<file path="config.mk">
export PLATFORM = sky130hd
export DESIGN_NAME = snap_stream_tx
export DESIGN_NICKNAME = d
export VERILOG_FILES = /design/src/rtl/snap_pkg.sv /design/src/rtl/snap_bit_timer.sv /design/src/rtl/snap_seq.sv /design/src/rtl/snap_stream_tx.sv
export SDC_FILE = /design/constraint.sdc
export NUM_CORES = 1
export LEC_CHECK = 0
export BUFFER_PORTS_ARGS = -buffer_cell sky130_fd_sc_hd__buf_2
export CORE_MARGIN = 2
export CORE_UTILIZATION = 51
export DETAILED_ROUTE_END_ITERATION = 8
export PLACE_DENSITY = 0.85
export SYNTH_ARGS = -nofsm -noshare
export SYNTH_HDL_FRONTEND = slang
export SYNTH_SLANG_ARGS = --single-unit
</file>
<file path="constraint.sdc">
create_clock -name clk -period 2.1 [get_ports clk]
set_input_delay 0.525 -clock clk [delete_from_list [all_inputs] [get_ports clk]]
set_output_delay 0.525 -clock clk [all_outputs]
set_load 0.02 [all_outputs]
</file>
<file path="src/rtl/snap_pkg.sv">
package snap_pkg;
  localparam int SMP_W        = 24;
  localparam int WRD_W        = 32;
  localparam int N_SLOTS      = 16;
  localparam int SHORT_WORDS  = 7;
  localparam int SHORT_LAST   = 6;
  localparam int NEUTRAL_SLOT = 7;
  localparam int IDX_W        = $clog2(N_SLOTS);

  typedef enum logic [1:0] {ST_IDLE, ST_SHIFT, ST_GAP} tx_state_e;

  function automatic logic [WRD_W-1:0] widen(input logic [SMP_W-1:0] v);
    return {{(WRD_W-SMP_W){v[SMP_W-1]}}, v};
  endfunction

  function automatic logic short_set(input logic [1:0] code);
    return code == 2'b01;
  endfunction

  function automatic logic [IDX_W-1:0] slot_of(input logic short_mode, input logic [IDX_W-1:0] pos);
    if (short_mode && pos == IDX_W'(SHORT_LAST)) return IDX_W'(NEUTRAL_SLOT);
    return pos;
  endfunction

  function automatic logic [IDX_W-1:0] last_pos(input logic [1:0] code);
    return short_set(code) ? IDX_W'(SHORT_WORDS - 1) : IDX_W'(N_SLOTS - 1);
  endfunction

  function automatic logic [1:0] half_len(input logic slow);
    return slow ? 2'd2 : 2'd1;
  endfunction
endpackage

</file>
<file path="src/rtl/snap_bit_timer.sv">
module snap_bit_timer #(
  parameter int PH_W = 2
) (
  input  logic            clk,
  input  logic            rst_n,
  input  logic            run,
  input  logic [PH_W-1:0] half,
  output logic            slot_end,
  output logic            clk_hi
);
  logic [PH_W-1:0] phase;
  logic [PH_W:0]   period;

  assign period   = {half, 1'b0};
  assign slot_end = run && ({1'b0, phase} == period - 1'b1);
  assign clk_hi   = phase >= half;

  always_ff @(posedge clk or negedge rst_n) begin
    if (!rst_n)                 phase <= '0;
    else if (!run || slot_end)  phase <= '0;
    else                        phase <= phase + 1'b1;
  end
endmodule

</file>
<file path="src/rtl/snap_seq.sv">
module snap_seq
  import snap_pkg::*;
#(
  parameter int GAP_SLOTS = 7
) (
  input  logic             clk,
  input  logic             rst_n,
  input  logic             en,
  input  logic             launch,
  input  logic             slot_end,
  input  logic             pkg8,
  input  logic             gap_en,
  input  logic [IDX_W-1:0] last_idx,
  output tx_state_e        state,
  output logic [IDX_W-1:0] word_idx,
  output logic             shift_step,
  output logic             load_next,
  output logic             finish
);
  localparam int BIT_W = $clog2(WRD_W);
  localparam int GAP_W = $clog2(GAP_SLOTS + 1);

  logic [BIT_W-1:0] bit_idx;
  logic [GAP_W-1:0] gap_cnt;
  logic word_end, pkg_end, in_shift;

  always_comb begin
    in_shift   = state == ST_SHIFT;
    word_end   = bit_idx == BIT_W'(WRD_W - 1);
    pkg_end    = pkg8 ? (bit_idx[2:0] == 3'd7) : word_end;
    finish     = in_shift && slot_end && word_end && (word_idx == last_idx);
    shift_step = in_shift && slot_end && !finish;
    load_next  = shift_step && word_end;
  end

  always_ff @(posedge clk or negedge rst_n) begin
    if (!rst_n) begin
      state <= ST_IDLE; bit_idx <= '0; word_idx <= '0; gap_cnt <= '0;
    end else if (!en) begin
      state <= ST_IDLE; bit_idx <= '0; word_idx <= '0; gap_cnt <= '0;
    end else begin
      case (state)
        ST_IDLE: if (launch) begin
          state <= ST_SHIFT; bit_idx <= '0; word_idx <= '0; gap_cnt <= '0;
        end
        ST_SHIFT: if (finish) begin
          state <= ST_IDLE;
        end else if (shift_step) begin
          bit_idx <= bit_idx + 1'b1;
          if (word_end) word_idx <= word_idx + 1'b1;
          if (gap_en && pkg_end) begin
            state <= ST_GAP; gap_cnt <= '0;
          end
        end
        ST_GAP: if (slot_end) begin
          if (gap_cnt == GAP_W'(GAP_SLOTS - 1)) state <= ST_SHIFT;
          else gap_cnt <= gap_cnt + 1'b1;
        end
        default: state <= ST_IDLE;
      endcase
    end
  end
endmodule

</file>
<file path="src/rtl/snap_stream_tx.sv">
module snap_stream_tx
  import snap_pkg::*;
#(
  parameter int NUM_WORDS = N_SLOTS,
  parameter int SAMPLE_W  = SMP_W,
  parameter int GAP_SLOTS = 7,
  parameter int CFG_W     = 8
) (
  input  logic                          clk,
  input  logic                          rst_n,
  input  logic                          en,
  input  logic                          start,
  input  logic [CFG_W-1:0]              cfg,
  input  logic [NUM_WORDS*SAMPLE_W-1:0] samples,
  output logic                          sclk_o,
  output logic                          sdata_o,
  output logic                          sel_n_o,
  output logic                          done_o
);
  localparam int PH_W = 2;

  tx_state_e         state;
  logic [SAMPLE_W-1:0] bank_q [NUM_WORDS];
  logic [CFG_W-1:0]  cfg_q;
  logic [WRD_W-1:0]  shreg;
  logic [IDX_W-1:0]  word_idx, next_pos;
  logic              busy, burst_launch, slot_end, clk_hi;
  logic              shift_step, load_next, finish, done_q;

  assign busy         = state != ST_IDLE;
  assign burst_launch = en && start && !busy;
  assign next_pos     = word_idx + 1'b1;

  snap_bit_timer #(.PH_W(PH_W)) u_timer (
    .clk(clk), .rst_n(rst_n), .run(busy),
    .half(half_len(cfg_q[0])), .slot_end(slot_end), .clk_hi(clk_hi)
  );

  snap_seq #(.GAP_SLOTS(GAP_SLOTS)) u_seq (
    .clk(clk), .rst_n(rst_n), .en(en), .launch(burst_launch),
    .slot_end(slot_end), .pkg8(cfg_q[1]), .gap_en(cfg_q[2]),
    .last_idx(last_pos(cfg_q[4:3])), .state(state), .word_idx(word_idx),
    .shift_step(shift_step), .load_next(load_next), .finish(finish)
  );

  always_ff @(posedge clk or negedge rst_n) begin
    if (!rst_n) begin
      for (int i = 0; i < NUM_WORDS; i++) bank_q[i] <= '0;
      cfg_q <= '0;
      shreg <= '1;
    end else if (burst_launch) begin
      for (int i = 0; i < NUM_WORDS; i++) bank_q[i] <= samples[i*SAMPLE_W +: SAMPLE_W];
      cfg_q <= cfg;
      shreg <= widen(samples[SAMPLE_W-1:0]);
    end else if (load_next) begin
      shreg <= widen(bank_q[slot_of(short_set(cfg_q[4:3]), next_pos)]);
    end else if (shift_step) begin
      shreg <= {shreg[WRD_W-2:0], 1'b0};
    end
  end

  always_ff @(posedge clk or negedge rst_n) begin
    if (!rst_n) done_q <= 1'b0;
    else        done_q <= finish;
  end

  assign sel_n_o = state != ST_SHIFT;
  assign sdata_o = sel_n_o ? 1'b1 : shreg[WRD_W-1];
  assign sclk_o  = sel_n_o ? 1'b1 : clk_hi;
  assign done_o  = done_q;
endmodule

</file>
Yosys cells after proc, flatten, opt, wreduce, memory -nomap -nowiden

Index checks and enable logic that the tools add are counted.

Flip-flop bits (word level): 438
Latch bits: 0
RAM bits: 0
Memory bits (read-only): 0
Bits of input ports: 396
Output and inout bits: 4
Logic and storage cells: 120
Memories: 0

$add $sub $neg: 5
$mul: 0
Divide/modulo/power cells: 0
Magnitude comparators: 2
Equal/unequal tests: 22
Shift-type cells: 0
Multiplexer cells: 46
Bitwise operators: 1
Reductions and logical operators: 20

Operators with widths:

| kind                                                      | count |
|---|---|
| binary-select mux 24 bit (select 4 bit)                   | 1 |
| 2-to-1 mux 32 bit                                         | 3 |
| 2-to-1 mux 24 bit                                         | 2 |
| 2-to-1 mux 4 bit                                          | 10 |
| 2-to-1 mux 3 bit                                          | 7 |
| 2-to-1 mux 5 bit                                          | 4 |
| 2-to-1 mux 2 bit                                          | 9 |
| != test 3 bit (second input constant)                     | 5 |
| logical AND 1 bit                                         | 10 |
| one-hot mux 5 bit (2 select lines)                        | 1 |
| AND reduction 5 bit                                       | 2 |
| != test 3 x 2 -> 1 bit (second input constant)            | 3 |
| one-hot mux 3 bit (3 select lines)                        | 1 |
| != test 4 bit (second input constant)                     | 2 |
| one-hot mux 4 bit (2 select lines)                        | 1 |
| AND reduction 7 bit                                       | 1 |
| equality test 3 bit (second input constant)               | 2 |
| 2-to-1 mux 1 bit                                          | 6 |
| one-hot mux 2 bit (3 select lines)                        | 1 |
| adder 5 x 1 -> 5 bit (second input constant)              | 1 |
| equality test 5 bit (second input constant)               | 1 |
| greater-or-equal comparator 5 bit (second input constant) | 1 |
| NOT 4 -> 5 bit                                            | 1 |
| adder 4 x 1 -> 4 bit (second input constant)              | 1 |
| 18 further kinds                                          | 20 |

Longest topological paths before layout

Gate-level depths: netlist (run 1).

Word-level depth: 21
Gate-level depth with buffers: 10
Gate-level depth less buffers: 9

Modules after synthesis

Synthesis (run 1) repeated with hierarchy kept, for this count alone.

Cell total of the unflattened synthesis: 2485
Area, all modules: 20713.6 sq um

By module, submodules not included:

| module         | instances | cells each | area each (sq um) |
|---|---|---|---|
| snap_stream_tx | 1         | 2369       | 19600.0 |
| snap_seq       | 1         | 99         | 958.4 |
| snap_bit_timer | 1         | 17         | 155.1 |

Least setup slack after synthesis (run 1)

Ideal clock, no wire load.

Path kind: register to register
Start: register u_seq.bit_idx[0]
End: register shreg[23]
Library setup time: 77 ps
Data arrival time: 2247 ps
Setup slack: -224 ps
Stages on the path, launching flop included: 11
Path buffers: 1
Cell sequence: dfrtp_1 -> ha_1 -> and3_1 -> ha_1 -> nand2_1 -> nor2_4 -> o21ai_4 -> or3_1 -> a311o_1 -> buf_2 -> a31oi_1

Word-level cells in the longest chain between the ends: 8
Elaborated cells on any way between the ends: 9
Those cells by class: eq/ne (1); mux (2); reduce/logical (6)

RTL lines:

| item                            | RTL line             | RTL |
|---|---|---|
| start, declared                 | snap_seq.sv:23       | `logic [BIT_W-1:0] bit_idx;` |
| start signal, assigned          | snap_seq.sv:49       | `bit_idx <= bit_idx + 1'b1;` |
| equality test 5 bit (*)         | snap_seq.sv:29       | `word_end = bit_idx == BIT_W'(WRD_W - 1);` |
| logical AND 1 bit (2 in series) | snap_seq.sv:31       | `finish = in_shift && slot_end && word_end && (word_idx == last_idx);` |
| logical NOT 1 bit               | snap_seq.sv:32       | `shift_step = in_shift && slot_end && !finish;` |
| logical AND 1 bit               | snap_seq.sv:32       |  |
| logical AND 1 bit               | snap_seq.sv:33       | `load_next = shift_step && word_end;` |
| 2-to-1 mux 32 bit               | snap_stream_tx.sv:55 | `end else if (load_next) begin` |
| 2-to-1 mux 32 bit               | snap_stream_tx.sv:51 | `end else if (burst_launch) begin` |
| end signal, assigned            | snap_stream_tx.sv:54 | `shreg <= widen(samples[SAMPLE_W-1:0]);` |
| end signal, assigned            | snap_stream_tx.sv:56 | `shreg <= widen(bank_q[slot_of(short_set(cfg_q[4:3]), next_pos)]);` |
| end signal, assigned            | snap_stream_tx.sv:58 | `shreg <= {shreg[WRD_W-2:0], 1'b0};` |
| end, declared                   | snap_stream_tx.sv:25 | `logic [WRD_W-1:0] shreg;` |

Every way passes the cells marked *; elsewhere a longest branch is shown, timed or not.
A chain may end at the register's enable or synchronous reset.

Worst setup path after layout (run 1)

Start: register u_seq.word_idx[0]
End: register u_seq.bit_idx[3]

Word-level cells in the longest chain between the ends: 6
Elaborated cells on any way between the ends: 7
Those cells by class: eq/ne (3); reduce/logical (4)

RTL lines:

| item                              | RTL line       | RTL |
|---|---|---|
| start, declared                   | snap_seq.sv:15 | `output logic [IDX_W-1:0] word_idx,` |
| start signal, assigned            | snap_seq.sv:50 | `if (word_end) word_idx <= word_idx + 1'b1;` |
| equality test 4 bit (*)           | snap_seq.sv:31 |  |
| logical AND 1 bit (*)             | snap_seq.sv:31 |  |
| logical NOT 1 bit                 | snap_seq.sv:32 |  |
| logical AND 1 bit                 | snap_seq.sv:32 |  |
| != test 3 bit (no line)           | n/a            |  |
| AND reduction 4 bit (no line) (*) | n/a            |  |

Marks and branches as above.

==> impl_results.md, run 1 <==
* Die Area at 43,100 um2
* Remaining antenna violation count after routing at 0
* Largest family of logic cells by synthesized area: simple AND/OR/NAND/NOR gates
* CORE AREA at 40,830 um2
* Avg Cell Area, Syn at 8.539 um2
* Port Buf Inserts at 396
* Pint at 0.02248 W
* Nets@finish at 3,365
* RR Endpoint: u_seq.bit_idx[3]
* Worst rel slew slack at 56.86%
* Seq cells post-synth at 438
* Failing checks: negative setup slack
* Post-Synthesis Cells at 2,476
* Fill count at 2,920
* Req. time, crit path at 2.58 ns
* Final setup margin at -0.3530 ns
* Setup TNS at -12.90 ns
* Reg clk slew, reported paths at 0.07 ns
* Period utilisation layout at 116.8%
* Register Area at 11,000 um2
* Register area share after synthesis at 52.03%
* Vias at 20,780
* Dpl cell area at 24,730 um2
* Distinct cell type count after synthesis at 78
* Worst Path Arrival at 2.93 ns
* Max FO, Critical Path at 5
* Pleak at 13.99 nW
* Drt initial violations at 2,184
* CTS Sinks at 438
* FMAX at 407.7 MHz
* Syn. warnings at 0
* DIE WIDTH at 207.6 um
* First-pass DRT Iterations at 5
* Initial Util at 51.78%
* Startpoint Class: flip-flop
* Mapped Area at 21,140 um2
* First-pass GRT wire length at 118,200 um
* Gate power share at 31.0%
* Synthesized Nets at 2,884
* Share of layout cells above drive strength 1 at 30.25%
* CP endpoint kind: flip-flop
* DRT Wirelength at 76,860 um
* Overflow after GRT at 0
* Vias per cell at 5.881
* Leading cell type in the layout, fill and taps excluded: nand2_1
* Initial antenna violation count at 15
* Most frequent cells in the layout: 1,191 x nand2_1, 405 x dfrtp_1, 393 x buf_2
* Tmin final at 2.453 ns
* Worst Skew at 0.03140 ns
* H-tree depth at 2
* Post-synth EDFFs at 0
* Critical R2R Launch: u_seq.word_idx[0]
* Die height at 207.6 um
* Async SR Flop Fraction at 100.0%
* Sw frac at 35.73%
* Clock buffer count from CTS at 47
* Hold Path Depth at 3
* Switching pwr at 0.01249 W
* Pwr per Cell Area at 1243 nW/um2
* Worst-skew pair later-pin latency at 0.60 ns
* Final hold slack at 0.1093 ns
* Setup Viol. Count Final at 48
* Worst VDD drop at 0.9072 mV
* GRT Util Overall at 35.00%
* Final Hold Fails at 0
* Ys flop type: dfrtp_1
* Worst R2R Path Depth at 9
* Largest net degree at the start of global routing at 84
* FF-to-FF setup slack at -0.35 ns
* Simple logic cell fraction of the synthesized area at 25.06%
* Area occupied by multi-input gates at 10,260 um2
* CTS Root Cell: clkbuf_16
* Hold Path Origin: samples[374]
* Vias in the first global route at 21,030
* RD Place Congestion at 0.9942
* Mux cell area share after synthesis at 6.315%
* Area growth syn-to-layout at 33.11%
* RSZ-0062 raised after global routing: true
* # IOs at 400
* Hold endpoint: bank_q[14]
* Synth Area in Adders at 0.7102%
* Row count at 74
* Layout Cell Area excl Fill at 28,140 um2
* Crit Path Category: reg -> reg
* Detailed Place HPWL at 52,060 um
* Status: finished, violations left
* TritonCTS clock tree: yes
* Bufs on Longest Clock Path at 3
* XOR/XNOR share of the synthesized area at 0.2071%
* Hold Crit Class: in -> reg
* Slew Limit Fails at 0
* Worst Max-Slew Pin Slew at 0.6441 ns
* Clock power share at 26.0%
* Maxcap violations at 0
* Average wire per standard cell at 21.75 um
* Remaining DRCs at 0
* Seq pwr share at 42.9%
* Synth Area in Compound Gates at 11.53%
==> worst max-delay path: stages (launching register included) <==
cell       delay (ns)
dfrtp_4          0.53
buf_12           0.15
or4b_4           0.54
o21a_4           0.16
buf_6            0.12
nor3_4           0.18
buf_6            0.16
o31ai_4          0.11
o21ai_1          0.20
o2bb2ai_1        0.19
==> through the flow <==
step                      worst slack [ns]  util (%)  total power, W  std cells
after floorplan                   -0.03204         -         0.02027       2476
after global placement             -0.5173     60.55         0.02380       3387
after detailed placement           -0.6084     60.55         0.02444       3387
after CTS                          -0.3281     67.34         0.03423       3513
after global routing               -0.3769     68.90         0.03685       3531
final                              -0.3530     68.92         0.03497       3534
==> flip-flops by register name (all words and copies together), names as in the netlist <==
register        count
shreg              32
u_timer.phase       2
u_seq.state         2
u_seq.gap_cnt       3
u_seq.word_idx      4
bank_q            384
done_o              1
cfg_q               5
u_seq.bit_idx       5
==> area by class of cell <==
type | count | share of cell area, %
flip-flops and latches | 438 | 39.10
multi-input cells | 1833 | 36.45
repair buffers | 599 | 15.52
clock buffers | 64 | 4.797
well taps | 532 | 2.365
clock inverters | 23 | 1.169
inverters | 38 | 0.5380
diodes | 7 | 0.06224
==> synthesized netlist by cell type, types with 8 or more instances <==
| library cell | instances | area share (%) |
|---|---|---|
| o21ai_1 | 14 | 0.33 |
| o21ai_0 | 127 | 3.0 |
| dfstp_2 | 32 | 4.0 |
| o211a_1 | 9 | 0.43 |
| a21oi_1 | 23 | 0.54 |
| nand2_1 | 1194 | 21 |
| mux2_2 | 38 | 2.0 |
| o31a_1 | 10 | 0.41 |
| buf_2 | 31 | 0.73 |
| dfrtp_1 | 406 | 48 |
| a31oi_1 | 71 | 2.1 |
| a22oi_1 | 16 | 0.57 |
| o221ai_1 | 22 | 0.91 |
| buf_4 | 11 | 0.39 |
| mux4_2 | 22 | 2.3 |
| inv_1 | 37 | 0.66 |
| a32o_1 | 11 | 0.52 |
| and3_1 | 8 | 0.24 |
| o211ai_1 | 16 | 0.57 |
| nor2_1 | 46 | 0.82 |
| ha_1 | 12 | 0.71 |
| buf_1 | 10 | 0.18 |
| mux2i_1 | 40 | 1.9 |
| nand3_1 | 15 | 0.36 |
| clkbuf_1 | 116 | 2.1 |
| nor3_1 | 23 | 0.54 |
| and2_1 | 26 | 0.77 |
==> what timing repair did <==
action / CTS / global route
hold buffers: 1 / 0
endpoints found under the setup margin: 49 / 49
setup buffers: 30 / 18
resized for setup: 129 / 99
endpoints found under the hold margin: 28 / 0
cloned: 9 / 2
pin swaps: 59 / 70
==> layer usage <==
metal / vias to the layer above / share of wire, % / track usage (%)
li1: 9144 / - / -
met1: 10060 / 37 / 44.41
met2: 1248 / 46 / 54.82
met3: 322 / 9.9 / 9.289
met4: 14 / 6.4 / 19.36
met5: - / 0.10 / 0
==> power by group through the flow <==
stage / registers (W) / clock network (W) / logic [W]
final: 0.0150 / 0.00910 / 0.0109
after global routing: 0.0154 / 0.00947 / 0.0120
after CTS: 0.0148 / 0.00914 / 0.0103
after detailed placement: 0.0148 / 0 / 0.00961
after global placement: 0.0146 / 0 / 0.00919
after floorplan: 0.0140 / 0 / 0.00623
==> kinds of logic (layout without fill, tap and decap cells) <==
| group | Yosys count | count (layout) |
|---|---|---|
| other cells | 0 | 7 |
| buf+inv | 208 | 724 |
| flops | 438 | 438 |
| simple gates | 1343 | 1343 |
| xor+xnor | 5 | 5 |
| fa+ha+maj | 12 | 12 |
| mux | 101 | 101 |
| compound gates | 369 | 372 |
==> worst max-delay path by stage <==
stage	start	endpoint	slack, ns	cells after the start
2_1_floorplan	u_seq.bit_idx[0]	shreg[23]	-0.03	10
3_3_place_gp	u_seq.word_idx[0]	shreg[16]	-0.52	7
3_5_place_dp	u_seq.word_idx[0]	shreg[21]	-0.61	7
4_1_cts	cfg_q[0]	sclk_o	-0.33	6
5_1_grt	u_seq.word_idx[0]	shreg[24]	-0.38	8
6_report	u_seq.word_idx[0]	u_seq.bit_idx[3]	-0.35	9
Power figures use the tool's default switching activity.
==> run 2: changes to the inputs <==
Settings changed: ABC_AREA from default to 1, CORE_UTILIZATION 51 to 59, PLACE_DENSITY 0.85 to 0.92.
Clock period 2.1 ns to 3.15 ns, I/O delays scaled along.
==> run 2 against run 1 <==
Critical endpoint is now shreg[15]. Highest routed layer unchanged. Total power fell by 32%. Worst setup slack better by 0.54 ns. Sequential power decreased by 37%. The flow now finishes without violations. Design area fell by 11%. Routed wire length decreased by 14%.
==> impl_results.md, run 2 <==
* Overflow after GRT at 0 (unchanged)
* Max FO, Critical Path at 46 (was 5)
* Reg clk slew, reported paths at 0.06 ns (was 0.07 ns)
* Startpoint Class: flip-flop (unchanged)
* Synth top area share at 48.02% (was 48.06%)
* Largest net degree at the start of global routing at 194 (was 84)
* Vias per cell at 5.680 (was 5.881)
* Vias at 20,170 (was 20,780)
* Mapped Area at 21,160 um2 (was 21,140 um2)
* Post-Synthesis Cells at 2,733 (was 2,476)
* Clock buffer count from CTS at 45 (was 47)
* Async SR Flop Fraction at 100.0% (unchanged)
* Remaining antenna violation count after routing at 0 (unchanged)
* Worst Path Arrival at 3.44 ns (was 2.93 ns)
* Synthesized Nets at 3,141 (was 2,884)
* Nets@finish at 3,452 (was 3,365)
* Delay-heaviest family, CP: simple AND/OR/NAND/NOR gates (unchanged)
* Status: complete, no violations (was finished, violations left)
* Maxcap violations at 0 (unchanged)
* Leading cell type in the layout, fill and taps excluded: nand2_1 (unchanged)
* Pwr per Cell Area at 950.8 nW/um2 (was 1243 nW/um2)
* First-pass GRT wire length at 105,300 um (was 118,200 um)
* Final Hold Fails at 0 (unchanged)
* Post-synth EDFFs at 0 (unchanged)
* Most common cell in the netlist: nand2_1 (unchanged)
* Sequence of cells on the critical path: ha_1 -> inv_1 -> nand2_1 -> nand2_2 -> nor2_2 -> nand3_2 -> nand2_4 -> clkinv_2 -> buf_12 -> o211ai_1 -> nand3_1 -> nand3_1 -> nand3_1 -> nand2_1 -> a21oi_1 (was buf_12 -> or4b_4 -> o21a_4 -> buf_6 -> nor3_4 -> buf_6 -> o31ai_4 -> o21ai_1 -> o2bb2ai_1)
* Avg Cell Area, Syn at 7.742 um2 (was 8.539 um2)
* Slowest cell on crit path: dfrtp_1 (was or4b_4)
* FMAX at 337.1 MHz (was 407.7 MHz)
* Drt initial violations at 2,083 (was 2,184)
* Setup TNS at 0 ns (was -12.90 ns)
* Remaining DRCs at 0 (unchanged)
* Dpl cell area at 23,570 um2 (was 24,730 um2)
* Met3 WL at 6533 um (was 7594 um)
* Period utilisation layout at 94.18% (was 116.8%)
* DRT Wirelength at 66,480 um (was 76,860 um)
* CP bufs+invs at 3 (unchanged)
* Die height at 193.4 um (was 207.6 um)
* Initial antenna violation count at 11 (was 15)
* Die Area at 37,390 um2 (was 43,100 um2)
* Initial Util at 59.63% (was 51.78%)
* GRT Util Overall at 35.47% (was 35.00%)
* Register area share after synthesis at 51.99% (was 52.03%)
* Req. time, crit path at 3.63 ns (was 2.58 ns)
* # IOs at 400 (unchanged)
* Tmin final at 2.967 ns (was 2.453 ns)
* Worst rel slew slack at 33.92% (was 56.86%)
* Layout Cell Area excl Fill at 25,160 um2 (was 28,140 um2)
* TritonCTS clock tree: yes (unchanged)
* Syn. warnings at 0 (unchanged)
* Area growth syn-to-layout at 18.92% (was 33.11%)
* Hold Crit Class: in -> async (was in -> reg)
* CORE AREA at 35,480 um2 (was 40,830 um2)
* Ys flop type: dfrtp_1 (unchanged)
* Bufs on Longest Clock Path at 3 (unchanged)
* Port Buf Inserts at 396 (unchanged)
* Worst-skew pair later-pin latency at 0.57 ns (was 0.60 ns)
* # Post-CTS Setup Buffers at 0 (was 30)
* Post-synth top cells: 1,073 x nand2_1, 406 x dfrtp_1, 268 x o21ai_0 (was 1,194 x nand2_1, 406 x dfrtp_1, 127 x o21ai_0)
* Worst Skew at 0.02421 ns (was 0.03140 ns)
* Met2 Wirelength at 30,920 um (was 35,470 um)
* Slew Limit Fails at 0 (unchanged)
* RD Place Congestion at 0.9484 (was 0.9942)
* CP endpoint kind: flip-flop (unchanged)
* Distinct cell type count after synthesis at 37 (was 78)
* Max incr delay on CP at 0.50 ns (was 0.54 ns)
* Seq cells post-synth at 438 (unchanged)
* Area contributors post-synth: dfrtp_1 48%, nand2_1 19%, o21ai_0 6.3% (was dfrtp_1 48%, nand2_1 21%, dfstp_2 4.0%)
* Average wire per standard cell at 18.72 um (was 21.75 um)
* Largest registers: bank_q x384, shreg x32 (unchanged)
* H-tree depth at 2 (unchanged)
* FF-to-FF setup slack at 0.18 ns (was -0.35 ns)
* DIE WIDTH at 193.4 um (was 207.6 um)
* Top reg by flops: bank_q (unchanged)
* Metal-1 WL at 24,980 um (was 28,810 um)
* RSZ-0062 raised after global routing: false (was true)
* Vias in the first global route at 20,000 (was 21,030)
* CTS Root Cell: clkbuf_16 (unchanged)
* First-pass DRT Iterations at 9 (was 5)
* Crit Path Category: reg -> reg (unchanged)
* Row count at 69 (was 74)
* Max layer used: met5 (unchanged)
* Most frequent cells in the layout: 1,073 x nand2_1, 406 x dfrtp_1, 395 x buf_2 (was 1,191 x nand2_1, 405 x dfrtp_1, 393 x buf_2)
* Yosys top cell by area: dfrtp_1 (unchanged)
* Share of layout cells above drive strength 1 at 18.57% (was 30.25%)
* Detailed Place HPWL at 45,860 um (was 52,060 um)
* Final hold slack at 0.2286 ns (was 0.1093 ns)
* CTS Sinks at 438 (unchanged)
* Setup Viol. Count Final at 0 (was 48)
* Pleak at 12.81 nW (was 13.99 nW)
* Worst Max-Slew Pin Slew at 0.9808 ns (was 0.6441 ns)
* Max reg flops at 384 (unchanged)
* Most common cell type on the critical path: nand3_1 (was buf_6)
* Post-Route Utilization at 70.91% (was 68.92%)
* Worst VDD drop at 0.5420 mV (was 0.9072 mV)
[run 2: worst paths after layout]
kind                                   startpoint           to  cells past startpoint
min in group clk                     samples[335]   bank_q[71]                      3
worst max-delay path            u_seq.word_idx[0]    shreg[15]                     15
max in group asynchronous                   rst_n     shreg[7]                      2
worst min register to register        bank_q[168]  bank_q[168]                      2
worst min-delay path                        rst_n  bank_q[140]                      1
worst max register to register  u_seq.word_idx[0]    shreg[15]                     15
[run 2: logic make-up after synthesis]
kind of cell	after synthesis	share of synthesized area, %
simple gates	1368	25.98
compound gates	479	12.77
flops	438	51.99
buf+inv	434	8.468
fa+ha+maj	12	0.7096
xor+xnor	2	0.08280
[run 2: report_power, final]
part | total [W] | internal, W | switching (W)
sequential | 0.00948 | 0.00837 | 0.00111
combinational | 0.00884 | 0.00305 | 0.00579
clock | 0.00560 | 0.00330 | 0.00231
total | 0.0239 | 0.0147 | 0.00921
[run 2: metrics by stage]
step | total power, W | cells | setup WS (ns)
2_1_floorplan | 0.01536 | 2733 | 1.016
3_3_place_gp | 0.01759 | 3458 | 0.3921
3_5_place_dp | 0.01812 | 3458 | 0.3252
4_1_cts | 0.02384 | 3541 | 0.2568
5_1_grt | 0.02552 | 3547 | 0.01280
6_report | 0.02392 | 3551 | 0.1833
[run 2: layout make-up]
| cell class | instances | area, um2 |
|---|---|---|
| diodes | 10 | 25.02 |
| clock buffers | 63 | 1294 |
| clock inverters | 20 | 261.5 |
| fillers | 2645 | 10320 |
| inverters | 256 | 967.2 |
| multi-input cells | 1861 | 8379 |
| flip-flops and latches | 438 | 11000 |
| well taps | 461 | 576.8 |
| repair buffers | 442 | 2658 |
[run 2: per-layer routing]
| metal | up-vias | track usage, % |
|---|---|---|
| li1 | 9315 | - |
| met4 | 4 | 19.25 |
| met3 | 225 | 5.858 |
| met2 | 1222 | 56.75 |
| met1 | 9404 | 46.61 |
| met5 | - | 0 |
[run 2: repair_timing]
action,4_1_cts,5_1_grt
endpoints found under the setup margin,0,1
resized for setup,0,1
hold buffers,0,0
